File: src/rtl/tmr16_pkg.sv
package tmr16_pkg;

    localparam int MODE_W = 4;

    typedef enum logic [MODE_W-1:0] {
        MODE_FREE    = 4'd0,
        MODE_CLR_CMP = 4'd4,
        MODE_CLR_CAP = 4'd12
    } tmr_mode_e;

    typedef struct packed {
        logic clr_on_match;
        logic top_from_cap;
    } tmr_cfg_t;

    typedef enum logic [1:0] {
        STEP_HOLD = 2'd0,
        STEP_LOAD = 2'd1,
        STEP_INC  = 2'd2,
        STEP_ZERO = 2'd3
    } tmr_step_e;

    function automatic tmr_cfg_t decode_mode(input logic [MODE_W-1:0] m);
        tmr_cfg_t c;
        c.clr_on_match = 1'b0;
        c.top_from_cap = 1'b0;
        if (m == MODE_CLR_CMP) begin
            c.clr_on_match = 1'b1;
        end else if (m == MODE_CLR_CAP) begin
            c.clr_on_match = 1'b1;
            c.top_from_cap = 1'b1;
        end
        return c;
    endfunction

endpackage

File: src/rtl/tmr16_mode_dec.sv
module tmr16_mode_dec
    import tmr16_pkg::*;
(
    input  logic [MODE_W-1:0] mode,
    output tmr_cfg_t          cfg
);
    always_comb begin
        cfg = decode_mode(mode);
    end
endmodule

File: src/rtl/tmr16_top_mux.sv
module tmr16_top_mux #(
    parameter int W = 16
) (
    input  logic         use_cap,
    input  logic [W-1:0] cmp_val,
    input  logic [W-1:0] cap_val,
    output logic [W-1:0] top_val
);
    always_comb begin
        top_val = use_cap ? cap_val : cmp_val;
    end
endmodule

File: src/rtl/tmr16_counter.sv
module tmr16_counter
    import tmr16_pkg::*;
#(
    parameter int W = 16
) (
    input  logic         clk,
    input  logic         rst,
    input  logic         tick,
    input  logic         clr_mode,
    input  logic [W-1:0] top_val,
    input  logic         wr_en,
    input  logic [W-1:0] wr_data,
    output logic [W-1:0] cnt_q,
    output logic         wrap_evt,
    output logic         match_evt
);
    localparam logic [W-1:0] CNT_MAX = {W{1'b1}};

    tmr_step_e    step;
    logic         at_top;
    logic         at_max;
    logic [W-1:0] cnt_d;

    always_comb begin
        at_top = (cnt_q == top_val);
        at_max = (cnt_q == CNT_MAX);
        if (wr_en) begin
            step = STEP_LOAD;
        end else if (!tick) begin
            step = STEP_HOLD;
        end else if (clr_mode && at_top) begin
            step = STEP_ZERO;
        end else begin
            step = STEP_INC;
        end
    end

    always_comb begin
        unique case (step)
            STEP_LOAD: cnt_d = wr_data;
            STEP_ZERO: cnt_d = '0;
            STEP_INC:  cnt_d = cnt_q + 1'b1;
            default:   cnt_d = cnt_q;
        endcase
    end

    always_ff @(posedge clk) begin
        if (rst) begin
            cnt_q <= '0;
        end else begin
            cnt_q <= cnt_d;
        end
    end

    always_comb begin
        match_evt = (step == STEP_ZERO);
        wrap_evt  = ((step == STEP_INC) || (step == STEP_ZERO)) && at_max;
    end
endmodule

File: src/rtl/tmr16_ovf_flag.sv
module tmr16_ovf_flag (
    input  logic clk,
    input  logic rst,
    input  logic set_evt,
    input  logic clr_req,
    output logic flag_q
);
    always_ff @(posedge clk) begin
        if (rst) begin
            flag_q <= 1'b0;
        end else if (set_evt) begin
            flag_q <= 1'b1;
        end else if (clr_req) begin
            flag_q <= 1'b0;
        end
    end
endmodule

File: src/rtl/seq_timer16.sv
module seq_timer16
    import tmr16_pkg::*;
#(
    parameter int CW = 16
) (
    input  logic              clk,
    input  logic              rst,
    input  logic              tick,
    input  logic [MODE_W-1:0] mode,
    input  logic [CW-1:0]     cmp_top,
    input  logic [CW-1:0]     cap_top,
    input  logic              wr_en,
    input  logic [CW-1:0]     wr_data,
    input  logic              ovf_clr,
    output logic [CW-1:0]     count,
    output logic              ovf_flag,
    output logic              top_hit
);
    tmr_cfg_t      cfg;
    logic [CW-1:0] top_val;
    logic          wrap_evt;
    logic          match_evt;

    tmr16_mode_dec u_dec (
        .mode (mode),
        .cfg  (cfg)
    );

    tmr16_top_mux #(.W(CW)) u_mux (
        .use_cap (cfg.top_from_cap),
        .cmp_val (cmp_top),
        .cap_val (cap_top),
        .top_val (top_val)
    );

    tmr16_counter #(.W(CW)) u_cnt (
        .clk       (clk),
        .rst       (rst),
        .tick      (tick),
        .clr_mode  (cfg.clr_on_match),
        .top_val   (top_val),
        .wr_en     (wr_en),
        .wr_data   (wr_data),
        .cnt_q     (count),
        .wrap_evt  (wrap_evt),
        .match_evt (match_evt)
    );

    tmr16_ovf_flag u_flag (
        .clk     (clk),
        .rst     (rst),
        .set_evt (wrap_evt),
        .clr_req (ovf_clr),
        .flag_q  (ovf_flag)
    );

    assign top_hit = match_evt;
endmodule

File: config.mk
export PLATFORM = sky130hd
export DESIGN_NAME = seq_timer16
export DESIGN_NICKNAME = d
export VERILOG_FILES = /design/src/rtl/tmr16_pkg.sv /design/src/rtl/tmr16_mode_dec.sv /design/src/rtl/tmr16_top_mux.sv /design/src/rtl/tmr16_counter.sv /design/src/rtl/tmr16_ovf_flag.sv /design/src/rtl/seq_timer16.sv
export SDC_FILE = /design/constraint.sdc
export NUM_CORES = 1
export LEC_CHECK = 0
export BUFFER_PORTS_ARGS = -buffer_cell sky130_fd_sc_hd__buf_2
export CAP_MARGIN = 20
export CORE_MARGIN = 1
export CORE_UTILIZATION = 46
export CTS_BUF_LIST = sky130_fd_sc_hd__clkbuf_16
export DETAILED_ROUTE_END_ITERATION = 8
export PLACE_DENSITY = 0.81
export SLEW_MARGIN = 20
export SYNTH_ARGS = -nofsm -noshare
export SYNTH_HDL_FRONTEND = slang
export SYNTH_SLANG_ARGS = --single-unit
File: constraint.sdc
create_clock -name clk -period 3.5 [get_ports clk]
set_clock_uncertainty 0.15 [all_clocks]
set_input_delay 0.525 -clock clk [delete_from_list [all_inputs] [get_ports clk]]
set_output_delay 0.525 -clock clk [all_outputs]
set_load 0.05 [all_outputs]
Word level (Yosys, flattened, before mapping)

Index checks and enable logic that the tools add are counted.

Flip-flop bits (word level): 17
Input port bits: 57
Logic and storage cells: 25

$add $sub $neg: 1
Eq/ne operators: 7
Multiplexer cells: 10
Reduce and logical (&&, ||, !) cells: 5

Operators with widths:

| kind                                                                   | count |
|---|---|
| 16-bit one-hot mux with 3 select lines                                 | 1 |
| 16-bit by 1-bit adder with 16-bit output (second input constant)       | 1 |
| 16-bit equality test                                                   | 1 |
| 16-bit equality test (second input constant)                           | 1 |
| 16-bit 2-to-1 mux                                                      | 1 |
| 2-bit 2-to-1 mux                                                       | 3 |
| 1-bit 2-to-1 mux                                                       | 5 |
| 2-bit equality test (second input constant)                            | 2 |
| 4-bit by 3-bit equality test with 1-bit output (second input constant) | 1 |
| 4-bit equality test (second input constant)                            | 1 |
| 3-bit nonzero test                                                     | 1 |
| 2-bit by 1-bit equality test with 1-bit output (second input constant) | 1 |
| 1-bit logical AND                                                      | 2 |
| 2-bit nonzero test                                                     | 1 |
| 1-bit logical OR                                                       | 1 |

Logic depth before layout (Yosys ltp)

Word-level depth: 13
Gate-level depth with buffers: 8
Depth with buffers taken out: 6

Cells and area by module

Synthesis repeated with hierarchy kept, for this count alone.

Cells, all modules: 192
Area, all modules: 1625.3 µm²

Modules (own cells, without submodules):

| module         | instances | cells each | area each (µm²) | sequential area each (µm²) |
|---|---|---|---|---|
| tmr16_counter  | 1         | 168        | 1317.5          | 320.3 |
| tmr16_top_mux  | 1         | 18         | 249.0           | 0.0 |
| tmr16_ovf_flag | 1         | 4          | 38.8            | 20.0 |
| tmr16_mode_dec | 1         | 2          | 20.0            | 0.0 |

Least setup slack after synthesis

No wires, ideal clock.

Kind: reg2out
From: register u_cnt.cnt_q[6]
To: output port top_hit
Arrival: 2.560 ns
Setup slack: 0.265 ns
Cell stages (with the launch flop): 8
Path buffers: 1
Cells stage by stage: dfxtp_1 -> inv_2 -> a222oi_1 -> nand3_1 -> a2111o_1 -> or4_1 -> buf_2 -> inv_1

Word-level cells in the longest chain between the ends: 6

Ends and longest elaborated chain:

| item                   | RTL line            | text |
|---|---|---|
| start, declared        | tmr16_counter.sv:13 | `output logic [W-1:0] cnt_q,` |
| start signal, assigned | tmr16_counter.sv:51 | `cnt_q <= cnt_d;` |
| 16-bit equality test   | tmr16_counter.sv:25 | `at_top = (cnt_q == top_val);` |
| 1-bit logical AND      | tmr16_counter.sv:31 | `end else if (clr_mode && at_top) begin` |
| 1-bit 2-to-1 mux       | tmr16_counter.sv:31 |  |
| 2-bit 2-to-1 mux       | tmr16_counter.sv:29 | `end else if (!tick) begin` |
| 2-bit 2-to-1 mux       | tmr16_counter.sv:27 | `if (wr_en) begin` |
| 2-bit equality test    | tmr16_counter.sv:56 | `match_evt = (step == STEP_ZERO);` |
| end, declared          | seq_timer16.sv:17   | `output logic top_hit` |

Every way passes these cells.

Worst setup path after layout

From: input port mode[0]
To: output port top_hit

Word-level cells in the longest chain between the ends: 10
Elaborated cells on any way between the ends: 12
Those cells by class: 4 x eq/ne; 7 x mux; 1 x reduce/logical

Ends and longest elaborated chain:

| item                    | RTL line            | text |
|---|---|---|
| start, declared         | seq_timer16.sv:9    | `input logic [MODE_W-1:0] mode,` |
| 4-bit equality test     | tmr16_pkg.sv:29     | `end else if (m == MODE_CLR_CAP) begin` |
| 2-bit 2-to-1 mux        | tmr16_pkg.sv:29     |  |
| 1-bit 2-to-1 mux        | tmr16_pkg.sv:27     | `if (m == MODE_CLR_CMP) begin` |
| 16-bit 2-to-1 mux       | tmr16_top_mux.sv:10 | `top_val = use_cap ? cap_val : cmp_val;` |
| 16-bit equality test    | tmr16_counter.sv:25 |  |
| 1-bit logical AND (*)   | tmr16_counter.sv:31 |  |
| 1-bit 2-to-1 mux (*)    | tmr16_counter.sv:31 |  |
| 2-bit 2-to-1 mux (*)    | tmr16_counter.sv:29 |  |
| 2-bit 2-to-1 mux (*)    | tmr16_counter.sv:27 |  |
| 2-bit equality test (*) | tmr16_counter.sv:56 |  |

Every way passes the cells marked *; elsewhere a longest branch is shown, timed or not.

==> results by group <==
Run status
  • Outcome: completed

Layout
  • Filler Cell Count: 309
  • ANT cells: 0
  • Share of cells above drive strength 1: 31.3%
  • Area delta synth->final: 31.0%
  • Layout net count: 327

Worst setup path
  • CP Class: primary input to primary output
  • Worst path cell trace: buf_2 -> and4bb_1 -> o2111a_1 -> a21oi_1 -> a2111o_1 -> or4_1 -> inv_1 -> buf_2
  • Crit start category: primary input
  • Max FO, Critical Path: 10
  • Crit-path slowest cell: or4_1
  • Critical path's most frequent cell: buf_2
  • Critical Path RT: 2.82 ns
  • Worst setup EP type: primary output
  • Buf/Inv on CP: 3
  • WP data arrival: 2.65 ns
  • CP top delay family: simple AND/OR/NAND/NOR gates
  • Slowest stage delay, CP: 0.57 ns

Logic synthesis
  • Avg Inst Size Synth: 7.36 sq um
  • #FFs+latches synth: 17
  • Syn_nets: 259
  • Mapped cell area: 1480 sq um
  • Netlist cell types: 41
  • Post-Synthesis Cells: 201
  • Sequential share of the synthesized area: 23.0%
  • Yosys Warn Count: 0

Global routing
  • Largest net degree at the start of global routing: 34
  • M1 GR Usage: 38.1%
  • Vias in the first global route: 1587
  • Busiest grt layer: met2
  • Initial antenna violation count: 0
  • GRT overflow: 0
  • M2 GR Usage: 44.3%
  • First-pass GRT wire length: 7.30 mm
  • Tot GR Track Use: 27.6%
  • GR Util met3: 4.40%

Detailed routing
  • Wire length per cell: 14.6 um
  • DRT Wirelength: 4.55 mm
  • Routed Antenna Nets: 0
  • DRC viols: 0
  • Via count: 1729
  • Iter 0 DRT Violations: 113
  • Drt pass-1 iters: 4
  • Via density: 5.54

Floorplan
  • FP Rows: 20
  • Top Ports: 75
  • Die H: 58.7 um
  • DIE AREA: 3450 sq um
  • Die W: 58.7 um
  • Starting Density: 48.4%
  • Core area: 3050 sq um

Clocking
  • Clock transition at the registers of the reported paths: 0.05 ns
  • # H-tree levels: 1
  • Setup Fix Bufs, Post-CTS: 0
  • Clock latency on the worst-skew pair: 0.24 ns
  • Root Driver: clkbuf_16
  • PostCTS Resize Cnt: 0
  • Cts hold-fix bufs: 0
  • CTS tree: built
  • Maximum clock path buffer count: 2
  • Clk sinks: 17
  • Num CTS Buffers: 3

Timing
  • Final setup viols: 0
  • RSZ-0062 raised after global routing: no
  • Fin crit share: 95.1%
  • TNS Setup: 0 ns
  • Min Tclk post-route: 3.33 ns
  • Slew Limit Headroom: 52.6%
  • Worst hold margin: 0.359 ns
  • Fmax: 0.301 GHz
  • Worst-Margin Slew: 0.707 ns
  • Final hold vios: 0
  • Pins Over Slew Limit: 0

Min path
  • Hold Crit Class: flop to flop

Placement
  • Gpl congestion: 0.930
  • Port bufs: 74
  • Dpl hpwl: 3.53 mm

Run
  • Max-cap viol count: 0

Power and ir drop
  • Cell Pwr Density: 326 nW/um^2
  • P_leak: 0.000901 uW
  • Maximum vdd drop: 0.159 mV
[cells in the final DEF (no fill, tap or decap), drive strengths merged, types with 4 or more instances in the layout]
master and count:
a21oi 15, and3b 7, buf 76, dfxtp 17
inv 21, nand2 18, nand3 8, nand4 9
nor2 8, nor3 9, nor3b 4, o21ai 7
o22ai 10, xnor2 13, xor2 13
[metal layers]
| metal | routed length, um | vias up |
|---|---|---|
| met5 | 0 | - |
| met4 | 41 | 0 |
| met3 | 375 | 6 |
| met2 | 2030 | 83 |
| met1 | 2100 | 773 |
| li1 | - | 867 |
[area by class of cell]
class / count / area (sq um) / area share, %
timing repair buffer: 76 / 385 / 19.9
multi-input combinational: 151 / 1000 / 51.8
clock inverter: 1 / 3.75 / 0.194
inverter: 20 / 75.1 / 3.87
clock buffer: 3 / 75.1 / 3.87
sequential: 17 / 340 / 17.6
tap: 44 / 55.1 / 2.84
[synth_stat cells]
| cell | instances | area (sq um) |
|---|---|---|
| a2111o_1 | 1 | 11.3 |
| a2111oi_0 | 1 | 8.76 |
| a21oi_1 | 15 | 75.1 |
| a221o_1 | 1 | 10.0 |
| a221oi_1 | 2 | 17.5 |
| a221oi_2 | 1 | 15.0 |
| a222oi_1 | 3 | 30.0 |
| a22oi_1 | 1 | 7.51 |
| and3_1 | 2 | 12.5 |
| and3b_1 | 7 | 61.3 |
| and4_1 | 1 | 8.76 |
| and4bb_1 | 1 | 12.5 |
| buf_2 | 3 | 15.0 |
| buf_6 | 1 | 11.3 |
| clkbuf_1 | 9 | 33.8 |
| dfxtp_1 | 17 | 340 |
| ha_1 | 1 | 12.5 |
| inv_1 | 18 | 67.6 |
| inv_2 | 2 | 7.51 |
| mux2_2 | 1 | 11.3 |
| nand2_1 | 18 | 67.6 |
| nand2b_1 | 1 | 6.26 |
| nand3_1 | 8 | 40.0 |
| nand3b_1 | 1 | 7.51 |
| nand4_1 | 9 | 56.3 |
| nand4bb_1 | 1 | 11.3 |
| nor2_1 | 8 | 30.0 |
| nor2b_1 | 3 | 18.8 |
| nor3_1 | 9 | 45.0 |
| nor3b_1 | 4 | 30.0 |
| nor4_1 | 1 | 6.26 |
| o2111a_1 | 1 | 11.3 |
| o2111ai_1 | 2 | 17.5 |
| o21a_1 | 1 | 7.51 |
| o21ai_0 | 7 | 35.0 |
| o221ai_1 | 1 | 8.76 |
| o22ai_1 | 10 | 62.6 |
| o31ai_2 | 1 | 12.5 |
| or4_1 | 1 | 7.51 |
| xnor2_1 | 13 | 114 |
| xor2_1 | 13 | 114 |
[power breakdown]
part	switching, uW	total (uW)	internal (uW)
sequential	24.3	229	205
combinational	105	175	70.6
clock	75.8	227	152
[path summary, 6_finish.rpt]
kind	from	slack, ns	cells past startpoint	endpoint
hold / removal	u_flag.flag_q	0.36	2	u_flag.flag_q
hold reg to reg	u_flag.flag_q	0.36	2	u_flag.flag_q
setup reg to reg	u_cnt.cnt_q[6]	0.91	7	u_cnt.cnt_q[15]
setup / recovery	mode[0]	0.17	8	top_hit
[tightest hold or removal path: cells and delay by family, from the launching register on]
family           cells  cell delay [ns]
flip-flops           1             0.33
AND/OR/NAND/NOR      1             0.08
AO/OA/AOI/OAI        1             0.06
[state kept, by name, summed over array words and instances (netlist names)]
| name | count |
|---|---|
| u_cnt.cnt_q | 16 |
| u_flag.flag_q | 1 |
[per-stage QoR]
step / area (sq um) / power (uW) / setup WS [ns] / cells / util (%)
final: 1940 / 632 / 0.173 / 312 / 63.5
after CTS: 1940 / 631 / 0.176 / 312 / 63.5
after global routing: 1940 / 659 / 0.0649 / 312 / 63.5
after global placement: 1860 / 405 / 0.190 / 308 / 60.9
after detailed placement: 1860 / 407 / 0.181 / 308 / 60.9
after floorplan: 1480 / 341 / 0.265 / 201 / -
[cells by family (layout without fill, tap and decap cells)]
kind of cell    count (synthesis)  in the layout  share of synthesized area [%]
xor+xnor                       26             26                           15.4
simple gates                   75             75                           28.5
flops                          17             17                           23.0
buf+inv                        33            100                           9.14
compound gates                 48             48                           22.3
mux                             1              1                          0.761
fa+ha+maj                       1              1                          0.846
Power figures use the tool's default switching activity.
